## config.mk

```make
export PLATFORM = sky130hd
export DESIGN_NAME = exec_redirect_sel
export DESIGN_NICKNAME = d
export VERILOG_FILES = /design/src/rtl/exec_redir_pkg.sv /design/src/rtl/redir_slot_classify.sv /design/src/rtl/redir_thread_pick.sv /design/src/rtl/redir_mispred_ctr.sv /design/src/rtl/exec_redirect_sel.sv
export SDC_FILE = /design/constraint.sdc
export NUM_CORES = 1
export LEC_CHECK = 0
export ABC_AREA = 1
export BUFFER_PORTS_ARGS = -buffer_cell sky130_fd_sc_hd__buf_2
export CAP_MARGIN = 10
export CORE_MARGIN = 8
export CORE_UTILIZATION = 30
export CTS_CLUSTER_SIZE = 28
export DETAILED_ROUTE_END_ITERATION = 6
export GPL_TIMING_DRIVEN = 0
export PLACE_DENSITY_LB_ADDON = 0.05
export SLEW_MARGIN = 20
export SYNTH_ARGS = -nofsm -noshare
export SYNTH_HDL_FRONTEND = slang
export SYNTH_SLANG_ARGS = --single-unit
```

## constraint.sdc

```tcl
create_clock -name clk -period 3.57 [get_ports clk]
set_input_delay 0.714 -clock clk [delete_from_list [all_inputs] [get_ports clk]]
set_output_delay 0.714 -clock clk [all_outputs]
set_load 0.02 [all_outputs]
```

## src/rtl/exec_redir_pkg.sv

```systemverilog
package exec_redir_pkg;
    localparam int PC_W      = 32;
    localparam int SEQ_W     = 16;
    localparam int INSN_SIZE = 4;

    typedef enum logic [1:0] {
        CAUSE_NONE,
        CAUSE_BRANCH,
        CAUSE_ORDER,
        CAUSE_BLOCKED
    } redir_cause_e;

    typedef struct packed {
        logic             valid;
        logic [SEQ_W-1:0] seq;
        logic [PC_W-1:0]  mis_pc;
        logic [PC_W-1:0]  restart_pc;
        logic             taken;
        logic             mispred;
        logic             incl_self;
        logic             blk_ack;
    } squash_rec_t;
endpackage

```

## src/rtl/redir_slot_classify.sv

```systemverilog
module redir_slot_classify
    import exec_redir_pkg::*;
(
    input  logic             valid,
    input  logic             squashed,
    input  logic             mispred,
    input  logic             order_viol,
    input  logic             mem_blocked,
    input  logic             blocked_handled,
    input  logic [SEQ_W-1:0] seq,
    input  logic [PC_W-1:0]  pc,
    input  logic [PC_W-1:0]  next_pc,
    output redir_cause_e     cause,
    output squash_rec_t      rec
);
    logic [PC_W-1:0] fall_through;

    always_comb begin
        fall_through = pc + PC_W'(INSN_SIZE);
        cause        = CAUSE_NONE;
        if (valid && !squashed) begin
            if (mispred)                             cause = CAUSE_BRANCH;
            else if (order_viol)                     cause = CAUSE_ORDER;
            else if (mem_blocked && !blocked_handled) cause = CAUSE_BLOCKED;
        end

        rec = '0;
        rec.seq = seq;
        unique case (cause)
            CAUSE_BRANCH: begin
                rec.valid      = 1'b1;
                rec.mis_pc     = pc;
                rec.restart_pc = next_pc;
                rec.taken      = (next_pc != fall_through);
                rec.mispred    = 1'b1;
            end
            CAUSE_ORDER: begin
                rec.valid      = 1'b1;
                rec.restart_pc = next_pc;
            end
            CAUSE_BLOCKED: begin
                rec.valid      = 1'b1;
                rec.restart_pc = pc;
                rec.incl_self  = 1'b1;
                rec.blk_ack    = 1'b1;
            end
            default: rec.seq = '0;
        endcase
    end
endmodule

```

## src/rtl/redir_thread_pick.sv

```systemverilog
module redir_thread_pick
    import exec_redir_pkg::*;
#(
    parameter int EXEC_WIDTH = 4,
    parameter int TID_W      = 1,
    parameter int THREAD_ID  = 0
) (
    input  logic [EXEC_WIDTH-1:0][TID_W-1:0] slot_tid,
    input  squash_rec_t [EXEC_WIDTH-1:0]     slot_rec,
    output squash_rec_t                      pick
);
    logic redirected;

    always_comb begin
        pick       = '0;
        redirected = 1'b0;
        for (int i = 0; i < EXEC_WIDTH; i++) begin
            if (!redirected && slot_rec[i].valid &&
                slot_tid[i] == TID_W'(THREAD_ID)) begin
                pick       = slot_rec[i];
                redirected = 1'b1;
            end
        end
    end
endmodule

```

## src/rtl/redir_mispred_ctr.sv

```systemverilog
module redir_mispred_ctr #(
    parameter int NUM_THREADS = 2,
    parameter int CNT_W       = 16
) (
    input  logic                   clk,
    input  logic                   rst_n,
    input  logic [NUM_THREADS-1:0] br_valid,
    input  logic [NUM_THREADS-1:0] br_taken,
    output logic [CNT_W-1:0]       cnt_taken_wrong,
    output logic [CNT_W-1:0]       cnt_ntaken_wrong,
    output logic [CNT_W-1:0]       cnt_total
);
    typedef struct packed {
        logic [CNT_W-1:0] tw;
        logic [CNT_W-1:0] nw;
    } ctr_t;

    ctr_t ctr_d, ctr_q;

    always_comb begin
        ctr_d = ctr_q;
        for (int t = 0; t < NUM_THREADS; t++) begin
            if (br_valid[t] && !br_taken[t]) ctr_d.tw = ctr_d.tw + CNT_W'(1);
            if (br_valid[t] &&  br_taken[t]) ctr_d.nw = ctr_d.nw + CNT_W'(1);
        end
    end

    always_ff @(posedge clk or negedge rst_n) begin
        if (!rst_n) ctr_q <= '0;
        else        ctr_q <= ctr_d;
    end

    assign cnt_taken_wrong  = ctr_q.tw;
    assign cnt_ntaken_wrong = ctr_q.nw;
    assign cnt_total        = ctr_q.tw + ctr_q.nw;
endmodule

```

## src/rtl/exec_redirect_sel.sv

```systemverilog
module exec_redirect_sel
    import exec_redir_pkg::*;
#(
    parameter int NUM_THREADS = 2,
    parameter int EXEC_WIDTH  = 4,
    parameter int CNT_W       = 16,
    parameter int TID_W       = (NUM_THREADS > 1) ? $clog2(NUM_THREADS) : 1
) (
    input  logic                                  clk,
    input  logic                                  rst_n,
    input  logic [EXEC_WIDTH-1:0]                 slot_valid,
    input  logic [EXEC_WIDTH-1:0]                 slot_squashed,
    input  logic [EXEC_WIDTH-1:0][TID_W-1:0]      slot_tid,
    input  logic [EXEC_WIDTH-1:0][SEQ_W-1:0]      slot_seq,
    input  logic [EXEC_WIDTH-1:0][PC_W-1:0]       slot_pc,
    input  logic [EXEC_WIDTH-1:0][PC_W-1:0]       slot_next_pc,
    input  logic [EXEC_WIDTH-1:0]                 slot_mispred,
    input  logic [EXEC_WIDTH-1:0]                 slot_order_viol,
    input  logic [EXEC_WIDTH-1:0]                 slot_mem_blocked,
    input  logic [NUM_THREADS-1:0]                blocked_handled,
    output logic [NUM_THREADS-1:0]                sq_valid,
    output logic [NUM_THREADS-1:0][SEQ_W-1:0]     sq_seq,
    output logic [NUM_THREADS-1:0][PC_W-1:0]      sq_mis_pc,
    output logic [NUM_THREADS-1:0][PC_W-1:0]      sq_restart_pc,
    output logic [NUM_THREADS-1:0]                sq_taken,
    output logic [NUM_THREADS-1:0]                sq_mispred,
    output logic [NUM_THREADS-1:0]                sq_incl_self,
    output logic [NUM_THREADS-1:0]                blk_ack,
    output logic [EXEC_WIDTH-1:0]                 skip_done,
    output logic [CNT_W-1:0]                      cnt_taken_wrong,
    output logic [CNT_W-1:0]                      cnt_ntaken_wrong,
    output logic [CNT_W-1:0]                      cnt_mispred_total
);
    typedef struct packed {
        squash_rec_t [NUM_THREADS-1:0] rec;
        logic [EXEC_WIDTH-1:0]         done;
    } sel_state_t;

    sel_state_t                    state_d, state_q;
    squash_rec_t [EXEC_WIDTH-1:0]  slot_rec;
    squash_rec_t [NUM_THREADS-1:0] thread_pick;
    redir_cause_e                  slot_cause [EXEC_WIDTH];
    logic [EXEC_WIDTH-1:0]         slot_handled;
    logic [NUM_THREADS-1:0]        br_valid, br_taken;

    // Per-slot cause decode and record build
    for (genvar i = 0; i < EXEC_WIDTH; i++) begin : g_slot
        assign slot_handled[i] = blocked_handled[slot_tid[i]];

        redir_slot_classify u_cls (
            .valid           (slot_valid[i]),
            .squashed        (slot_squashed[i]),
            .mispred         (slot_mispred[i]),
            .order_viol      (slot_order_viol[i]),
            .mem_blocked     (slot_mem_blocked[i]),
            .blocked_handled (slot_handled[i]),
            .seq             (slot_seq[i]),
            .pc              (slot_pc[i]),
            .next_pc         (slot_next_pc[i]),
            .cause           (slot_cause[i]),
            .rec             (slot_rec[i])
        );
    end

    // Oldest-first selection, one per thread
    for (genvar t = 0; t < NUM_THREADS; t++) begin : g_thread
        redir_thread_pick #(
            .EXEC_WIDTH (EXEC_WIDTH),
            .TID_W      (TID_W),
            .THREAD_ID  (t)
        ) u_pick (
            .slot_tid (slot_tid),
            .slot_rec (slot_rec),
            .pick     (thread_pick[t])
        );
    end

    always_comb begin
        state_d.rec  = thread_pick;
        state_d.done = slot_valid & slot_squashed;
        for (int t = 0; t < NUM_THREADS; t++) begin
            br_valid[t] = thread_pick[t].valid && thread_pick[t].mispred;
            br_taken[t] = thread_pick[t].taken;
        end
    end

    always_ff @(posedge clk or negedge rst_n) begin
        if (!rst_n) state_q <= '0;
        else        state_q <= state_d;
    end

    always_comb begin
        for (int t = 0; t < NUM_THREADS; t++) begin
            sq_valid[t]      = state_q.rec[t].valid;
            sq_seq[t]        = state_q.rec[t].seq;
            sq_mis_pc[t]     = state_q.rec[t].mis_pc;
            sq_restart_pc[t] = state_q.rec[t].restart_pc;
            sq_taken[t]      = state_q.rec[t].taken;
            sq_mispred[t]    = state_q.rec[t].mispred;
            sq_incl_self[t]  = state_q.rec[t].incl_self;
            blk_ack[t]       = state_q.rec[t].blk_ack;
        end
        skip_done = state_q.done;
    end

    redir_mispred_ctr #(
        .NUM_THREADS (NUM_THREADS),
        .CNT_W       (CNT_W)
    ) u_ctr (
        .clk              (clk),
        .rst_n            (rst_n),
        .br_valid         (br_valid),
        .br_taken         (br_taken),
        .cnt_taken_wrong  (cnt_taken_wrong),
        .cnt_ntaken_wrong (cnt_ntaken_wrong),
        .cnt_total        (cnt_mispred_total)
    );
endmodule

```

==> metrics, run 1 <==
Initial Utilization=30.16%; crit share post-route=110.0%; violated checks=setup timing; Area contributors post-synth=dfrtp_1, nand2_1, inv_1; Residual DRC=0; fraction of registers with async set/reset=100.0%; post-detail-place hpwl=101.8 mm; Achievable Freq=0.2547 GHz; fin nets=4,052; Die H=269.6 um; first-pass GRT wire length=173.2 mm; largest net degree at the start of global routing=83; antenna violations before repair=23; Root Driver=clkbuf_16; area leader, netlist=dfrtp_1; Routed Antenna Nets=0; I/O Buffers=543; CP arrival=3.21 ns; Syn Area/Cell=6.494 um^2; WL final=123.2 mm; RePlAce Congestion=0.9758; top_reg_cell synth=dfrtp_1; synth warn=0; vias in the first global route=24,285; Peak VDD IR=0.2981 mV; Total GRT Usage=31.94%; Finish-stage setup viols=33; number of max-cap violations=0; status=finished with violations; Crit Path Class=reg2out; cell row count=93; # hold bufs at CTS=0; # H-tree levels=1; Cell Pwr Density=374.9 nW/um^2; ratio of cells with drive above 1 in the final layout=28.19%; Post-synth EDFFs=0; Power, Total=9889 uW; vias per inst=5.350; FILL cells=6,871; Reg clk slew, reported paths=0.06 ns; Leakage=0.01321 uW; Chip Width=269.6 um; worst slew pin tran=0.9995 ns; DRT Pass-1 Iters=6; CTS tree=built; critical path launch point type=flop; sequential share of the synthesized area=26.45%; via count=24,391; die area=72,710 um^2; total grt overflow=0; core area=64,000 um^2; Slew Limit Fails=0; RSZ-0062 raised after global routing=true; critical path endpoint category=output pin; setup ws final=-0.3569 ns; drt first-iter violations=2,449; HP Class=in2async; synth unique cells=54; WP data required=2.86 ns; TritonCTS Buffers=28; final setup skew=0.02607 ns; clock period minus worst slack=3.927 ns; Syn Inst Count=2,972; Clock Tree Buf Depth=3; syn nets=3,356; Hold Vio Cnt, Final=0; clk sinks=204; Yosys reg bits=204; area grow syn2layout=36.67%; Clock Latency Late Sink=0.60 ns; final hold slack=0.1097 ns; Top-Level Pins=570; worst rel slew slack=33.37%; Cell Area, Synth=19,300 um^2; Yosys top cell area share=26.45%; Avg WL per Cell=27.03 um; worst-path fanout max=2
report_power, final:
part	switching (uW)	internal, uW
Sequential	213	2480
Combinational	2740	1510
Clock	1230	1710
cell type report:
class | instances | area [um^2] | area share (%)
antenna | 18 | 45.04 | 0.1708
buffer | 141 | 675.6 | 2.562
clock inverter | 11 | 120.1 | 0.4554
tap | 855 | 1070 | 4.056
inverter | 406 | 1569 | 5.948
clock buffer | 37 | 805.8 | 3.055
multi-input combinational | 2218 | 13070 | 49.56
timing repair buffer | 669 | 3905 | 14.80
sequential | 204 | 5115 | 19.39
metrics by stage:
stage	cell area (um^2)	std cells	setup slack [ns]	setup TNS [ns]	util, %
after detailed placement	23320	4372	-1.993	-266.93	36.44
after floorplan	19470	2972	-0.5089	-7.809	-
after global placement	23260	4370	-2.491	-680.72	36.34
final	26380	4559	-0.3569	-5.191	41.21
after global routing	26350	4547	-0.5304	-10.85	41.17
after CTS	25510	4504	-0.3504	-1.759	39.86
metal layers:
metal	up-vias	track usage (%)	part of all wire, %
met2	1160	54.43	48
met1	11783	39.39	40
met3	204	6.568	7.8
met4	10	12.10	4.0
li1	11234	-	-
met5	-	0	0.056
logic make-up (layout without fill, tap and decap cells):
family / count (synthesis) / in the layout / share of synthesized area, %
simple gates: 1499 / 1500 / 34.14
buf+inv: 551 / 1264 / 11.16
compound gates: 489 / 489 / 17.05
flops: 204 / 204 / 26.45
xor+xnor: 193 / 193 / 8.830
fa+ha+maj: 36 / 36 / 2.373
other cells: 0 / 18 / 0
flip-flops by register name, summed over array words and instances, names as in the netlist, 4 cells and up:
name	cells
skip_done	4
sq_mis_pc	64
u_ctr.cnt_taken_wrong	16
u_ctr.cnt_ntaken_wrong	16
sq_seq	32
sq_restart_pc	64
synth_stat cells (30+ instances only):
library cell	instances
o21ai_0	110
nand4_1	53
o2111ai_1	32
xnor2_1	60
clkbuf_1	107
dfrtp_1	204
o211ai_1	41
nor2_1	242
a22oi_1	54
o22ai_1	56
nor3_1	30
inv_1	384
a32oi_1	48
a21oi_1	64
xor2_1	132
nand3_1	258
ha_1	35
nand2_1	816
layout by cell type (no fill, tap or decap), drive strengths merged, types with 2 or more instances in the layout:
master,count
a21o,3
a21oi,64
a221oi,24
a22o,13
a22oi,54
a31oi,14
a32oi,48
and2,3
buf,702
bufinv,2
clkbuf,145
clkinv,11
clkinvlp,4
dfrtp,204
diode,18
ha,35
inv,400
nand2,836
nand3,265
nand3b,11
nand4,56
nor2,284
nor3,33
nor4,9
o2111ai,32
o211ai,41
o21ai,120
o21bai,13
o22a,5
o22ai,56
or2,2
xnor2,60
xor2,132
final timing paths:
| check | startpoint | end | slack (ns) | cells past startpoint |
|---|---|---|---|---|
| hold reg to reg | u_ctr.cnt_taken_wrong[15] | u_ctr.cnt_taken_wrong[15] | 0.78 | 4 |
| hold / removal | rst_n | u_ctr.cnt_taken_wrong[15] | 0.11 | 1 |
| setup / recovery | u_ctr.cnt_taken_wrong[0] | cnt_mispred_total[14] | -0.36 | 16 |
| min in group clk | slot_valid[2] | skip_done[2] | 0.35 | 3 |
| setup reg to reg | u_ctr.cnt_taken_wrong[0] | u_ctr.cnt_taken_wrong[13] | 1.05 | 14 |
| max in group asynchronous | rst_n | u_ctr.cnt_taken_wrong[3] | 2.60 | 2 |
critical path: stages (launching register included):
cell and delay [ns]:
dfrtp_2 0.42, ha_4 0.15, inv_2 0.04, fa_2 0.36
o21ai_2 0.20, a21o_1 0.16, a21oi_2 0.06, o21ai_2 0.18
a21oi_2 0.07, o21bai_1 0.22, a21oi_2 0.10, o21ai_2 0.15
a21oi_1 0.08, nor2_1 0.08, nor2_1 0.07, xnor2_2 0.12
buf_4 0.15
what timing repair did:
action                                  CTS  global route
cloned                                    1             0
pin swaps                                62            90
buffers inserted                         85            42
endpoints found under the setup margin  207           105
hold endpoints to repair                  0             0
gates resized for setup                 170           153
Power figures use the tool's default switching activity.
==> inputs of run 2 (changes only) <==
- BUFFER_PORTS_ARGS: -buffer_cell sky130_fd_sc_hd__buf_2 -> -buffer_cell sky130_fd_sc_hd__clkbuf_2
==> metrics, run 2 (synthesis results as in run 1) <==
Avg WL per Cell=27.18 um (+0.57%); violated checks=DRC, setup timing; Reg clk slew, reported paths=0.06 ns (about the same); worst slew pin tran=1.088 ns (+0.08857 ns); Routed Antenna Nets=0 (unchanged); I/O Buffers=543 (unchanged); via count=24,694 (+1.2%); # hold bufs at CTS=0 (unchanged); Final Cell Area=26,030 um^2 (-1.3%); # H-tree levels=1 (unchanged); net switching power=4078 uW (-2.5%); final setup skew=0.01321 ns (-0.01286 ns); vias per inst=5.455 (+2.0%); Gate power share=42.9% (about the same); clk sinks=204 (unchanged); Clock Tree Buf Depth=3 (unchanged); sequential fraction of design power=28.3% (+1.1 points); critical path launch point type=flop; drt first-iter violations=2,591 (+5.8%); die area=72,710 um^2 (unchanged); worst-path fanout max=4 (+2); CP arrival=3.10 ns (-0.11 ns); core area=64,000 um^2 (unchanged); clock power share=28.8% (-1.0 points); Initial Utilization=30.16% (unchanged); Die H=269.6 um (unchanged); RePlAce Congestion=0.9709 (-0.50%); setup ws final=-0.2468 ns (+0.1100 ns); Cell Count, Final, Fillers Out=4,527 (-0.70%); FILL cells=6,920 (+0.71%); most frequent cells in the layout=nand2_1, clkbuf_2, inv_1; antenna violations before repair=17 (-26%); fin nets=4,029 (-0.57%); vias in the first global route=24,152 (-0.55%); status=finished with violations; Clock Latency Late Sink=0.59 ns (about the same); worst rel slew slack=27.46% (-5.9 points); Hold Vio Cnt, Final=0 (unchanged); WL final=123.0 mm (-0.14%); Total GRT Usage=31.75% (-0.19 points); clock period minus worst slack=3.817 ns (-0.1100 ns); Switching Fraction=42.68% (+0.37 points); WP data required=2.86 ns (about the same); Slew Limit Fails=0 (unchanged); total grt overflow=0 (unchanged); final hold slack=0.1165 ns (+0.006800 ns); critical path endpoint category=output pin; Crit Path Class=reg2out; largest net degree at the start of global routing=83 (unchanged); Root Driver=clkbuf_16; DRT Pass-1 Iters=7 (+1); Residual DRC=2 (+2); dpl cells=4,372 (unchanged); cell row count=93 (unchanged); Finish-stage setup viols=17 (-48%); Top-Level Pins=570 (unchanged); crit share post-route=106.9% (-3.1 points); first-pass GRT wire length=171.7 mm (-0.89%); commonest non-fill, non-tap cell in the layout=nand2_1; Leakage=0.01293 uW (-2.1%); post-detail-place hpwl=101.9 mm (+0.16%); number of max-cap violations=0 (unchanged); TritonCTS Buffers=27 (-3.6%); Achievable Freq=0.2620 GHz (+2.9%); CTS tree=built; internal power=5476 uW (-4.0%); Chip Width=269.6 um (unchanged); HP Class=in2async; Peak VDD IR=0.3451 mV (+16%); area grow syn2layout=34.89%; ratio of cells with drive above 1 in the final layout=27.00% (-1.2 points); RSZ-0062 raised after global routing=true; placed cell areas=23,320 um^2 (about the same); Cell Pwr Density=367.0 nW/um^2 (-2.1%)
[run 2: path summary, 6_finish.rpt]
| path | from | to | slack, ns | cells past startpoint |
|---|---|---|---|---|
| worst max register to register | u_ctr.cnt_ntaken_wrong[0] | u_ctr.cnt_ntaken_wrong[15] | 1.03 | 15 |
| worst min-delay path | rst_n | u_ctr.cnt_taken_wrong[15] | 0.12 | 1 |
| worst min register to register | u_ctr.cnt_taken_wrong[15] | u_ctr.cnt_taken_wrong[15] | 0.77 | 4 |
| max in group asynchronous | rst_n | sq_mis_pc[42] | 2.56 | 2 |
| worst max-delay path | u_ctr.cnt_taken_wrong[1] | cnt_mispred_total[14] | -0.25 | 15 |
| min in group clk | slot_valid[3] | skip_done[3] | 0.34 | 3 |
[run 2: cell type report]
class / instances / area (um^2) / share of cell area, %
Antenna cell: 9 / 22.52 / 0.08651
Buffer: 141 / 683.2 / 2.624
Clock buffer: 39 / 770.7 / 2.961
Clock inverter: 8 / 72.57 / 0.2788
Inverter: 406 / 1565 / 6.013
Multi-Input combinational cell: 2219 / 13040 / 50.09
Sequential cell: 204 / 5116 / 19.65
Tap cell: 855 / 1070 / 4.109
Timing Repair Buffer: 646 / 3692 / 14.18
[run 2: worst max-delay path, cell delays in order, from the launching register on]
cell,delay (ns)
dfrtp_2,0.47
inv_4,0.08
fa_2,0.41
o21ai_2,0.14
a21o_1,0.14
a21oi_2,0.06
o21ai_2,0.15
a21oi_2,0.07
o21bai_1,0.17
a21oi_1,0.09
o21ai_1,0.18
a21oi_1,0.09
nor2_1,0.10
nor2_1,0.07
xnor2_2,0.13
clkbuf_8,0.17
[run 2: through the flow]
stage	setup slack, ns	util [%]	setup TNS (ns)	total power [uW]
floorplan	-0.5089	-	-7.809	4630
global placement	-3.095	36.34	-801.22	6091
detailed placement	-1.932	36.44	-261.05	6113
CTS	-0.3214	39.18	-1.348	9281
global route	-0.4557	40.65	-4.687	9984
finish	-0.2468	40.68	-1.666	9554
[run 2: power groups by stage]
stage / clock, uW / combinational (uW) / sequential, uW
2_1_floorplan: 0 / 1790 / 2840
3_3_place_gp: 0 / 3340 / 2750
3_5_place_dp: 0 / 3360 / 2750
4_1_cts: 2810 / 3780 / 2690
5_1_grt: 2880 / 4380 / 2720
6_report: 2760 / 4100 / 2700
[run 2: per-layer routing]
layer	track usage, %	vias to the layer above	share of wire, %
li1	-	11181	-
met1	39.59	12025	41
met2	54.72	1244	48
met3	5.665	228	7.6
met4	10.92	16	4.2
met5	0	-	0.088
[run 2: what timing repair did]
action,in CTS,in global routing
gates cloned,0,3
gates resized for setup,134,170
endpoints found under the setup margin,207,94
pin swaps,43,65
buffers inserted,73,44
==> inputs of run 3 (changes only) <==
- SETUP_SLACK_MARGIN: unset -> 0.1
==> metrics, run 3 (synthesis results as in run 1) <==
violated checks=setup timing; FILL cells=7,018 (+1.4%); critical path launch point type=flop; Peak VDD IR=0.3200 mV (-7.3%); DRT Pass-1 Iters=6 (-1); critical path endpoint category=output pin; TritonCTS Buffers=28 (+3.7%); CP arrival=3.22 ns (+0.12 ns); Routed Antenna Nets=0 (unchanged); Cell Pwr Density=387.1 nW/um^2 (+5.5%); setup ws final=-0.3626 ns (-0.1158 ns); clk sinks=204 (unchanged); first-pass GRT wire length=172.6 mm (+0.53%); CTS tree=built; via count=24,596 (-0.40%); Residual DRC=0 (-2); Finish-stage setup viols=27 (+10); delay-heaviest family, CP=compound AO/OA/AOI/OAI gates; Crit Path Class=reg2out; number of max-cap violations=0 (unchanged); Top-Level Pins=570 (unchanged); final hold slack=0.1211 ns (+0.004553 ns); fin nets=4,047 (+0.45%); vias per inst=5.410 (-0.81%); die area=72,710 um^2 (unchanged); Die H=269.6 um (unchanged); cells along the critical path=ha_4 -> a21oi_1 -> o21ai_2 -> a21o_1 -> a21oi_2 -> o21ai_2 -> a21oi_1 -> o21bai_1 -> buf_4 -> buf_4 -> buf_4 -> buf_4 -> buf_4 -> xor2_1 -> buf_4; commonest non-fill, non-tap cell in the layout=nand2_1; delay of the slowest cell on the worst path=0.48 ns (about the same); largest net degree at the start of global routing=81 (-2.4%); area grow syn2layout=37.57%; drt first-iter violations=2,680 (+3.4%); RSZ-0062 raised after global routing=true; Root Driver=clkbuf_16; # hold bufs at CTS=0 (unchanged); global-route track usage on met3=5.328% (-0.34 points); grt met2 use=54.21% (-0.51 points); worst slew pin tran=1.047 ns (-0.04112 ns); cell row count=93 (unchanged); gr busiest metal=met2; met1 usage=39.88% (+0.29 points); core area=64,000 um^2 (unchanged); Reg clk slew, reported paths=0.07 ns (about the same); slowest CP cell=dfrtp_2; dpl cells=4,372 (unchanged); worst rel slew slack=30.21% (+2.7 points); Hold Vio Cnt, Final=0 (unchanged); most frequent cells in the layout=nand2_1, clkbuf_2, inv_1; post-place setup slack=-1.923 ns (+0.008860 ns); Cell Count, Final, Fillers Out=4,546 (+0.42%); vias in the first global route=24,420 (+1.1%); CP bufs+invs=6 (+4); post-detail-place hpwl=101.7 mm (-0.19%); RePlAce Congestion=0.9652 (-0.59%); Clock Tree Buf Depth=3 (unchanged); worst-path fanout max=5 (+1); clock period minus worst slack=3.933 ns (+0.1158 ns); ratio of cells with drive above 1 in the final layout=28.22% (+1.2 points); Achievable Freq=0.2543 GHz (-2.9%); final setup skew=0.01048 ns (-0.002731 ns); setup_tns=-2.857 ns (-1.191 ns); total grt overflow=0 (unchanged); I/O Buffers=543 (unchanged); Initial Utilization=30.16% (unchanged); Top cell by count, worst path=buf_4; # H-tree levels=1 (unchanged); status=finished with violations; HP Class=in2async; antenna violations before repair=13 (-4); Leakage=0.01324 uW (+2.4%); Clock Latency Late Sink=0.57 ns (-0.02 ns); crit share post-route=110.2% (+3.2 points); Avg WL per Cell=27.02 um (-0.61%); Total GRT Usage=31.86% (+0.11 points); WL final=122.8 mm (-0.19%); Slew Limit Fails=0 (unchanged); Chip Width=269.6 um (unchanged); WP data required=2.86 ns (about the same)
## run 3: cell count changes in the layout (fill, tap and decap cells not counted), sizes merged
cell / delta
buf: +21
bufinv: +7
clkbuf: -7
clkinv: +5
clkinvlp: -2
diode: -3
inv: -1
nand2: -1
## run 3: timing repair
action | CTS | global route
pin swaps | 91 | 73
gates resized for setup | 221 | 121
setup endpoints to repair | 209 | 103
setup buffers | 107 | 22
cloned | 1 | 0
## run 3: layout make-up
| class | instances | area [um^2] | area share (%) |
|---|---|---|---|
| antenna | 6 | 15.01 | 0.05655 |
| buffer | 142 | 701.9 | 2.644 |
| clock buffer | 35 | 778.2 | 2.931 |
| clock inverter | 17 | 290.3 | 1.093 |
| inverter | 406 | 1579 | 5.947 |
| multi-input combinational | 2218 | 13130 | 49.43 |
| sequential | 204 | 5115 | 19.26 |
| tap | 855 | 1070 | 4.029 |
| timing repair buffer | 663 | 3876 | 14.60 |
## run 3: where the power goes
| part | switching, uW | leakage [uW] | internal, uW | total (uW) |
|---|---|---|---|---|
| Sequential | 209 | 0.00274 | 2480 | 2690 |
| Combinational | 2730 | 0.00997 | 1520 | 4250 |
| Clock | 1220 | 0.000523 | 2110 | 3340 |
## run 3: worst reg2reg max path, stage by stage (launching register included)
cell and delay (ns):
dfrtp_2 0.42, buf_4 0.13, buf_4 0.13, inv_1 0.08
nor3_1 0.45, nand2_1 0.09, nor2_1 0.19, nand3_1 0.13
xor2_1 0.16, nand2_1 0.08, o21ai_2 0.10, inv_2 0.06
nor2_2 0.12, nand3_2 0.08, o21ai_1 0.13, nand2_1 0.06
## run 3: metrics by stage
step | power [uW] | instance area [um^2] | utilization [%]
detailed placement | 6112 | 23320 | 36.44
global placement | 6080 | 23260 | 36.34
floorplan | 4633 | 19470 | -
global route | 10720 | 26540 | 41.47
CTS | 10070 | 25990 | 40.61
finish | 10280 | 26550 | 41.49
## run 3: final timing paths
check	start	end	slack [ns]	cells past startpoint
min in group clk	slot_valid[1]	skip_done[1]	0.36	3
max reg2reg	u_ctr.cnt_ntaken_wrong[2]	u_ctr.cnt_ntaken_wrong[15]	1.03	15
min reg2reg	u_ctr.cnt_taken_wrong[15]	u_ctr.cnt_taken_wrong[15]	0.80	4
max	u_ctr.cnt_taken_wrong[3]	cnt_mispred_total[10]	-0.36	15
max in group asynchronous	rst_n	sq_mis_pc[38]	2.22	3
min	rst_n	skip_done[2]	0.12	1
## run 3: per-layer routing
metal	vias to the layer above	share of wire (%)
met5	-	0.081
met4	16	4.9
met3	232	6.8
met2	1200	47
met1	11941	41
li1	11207	-
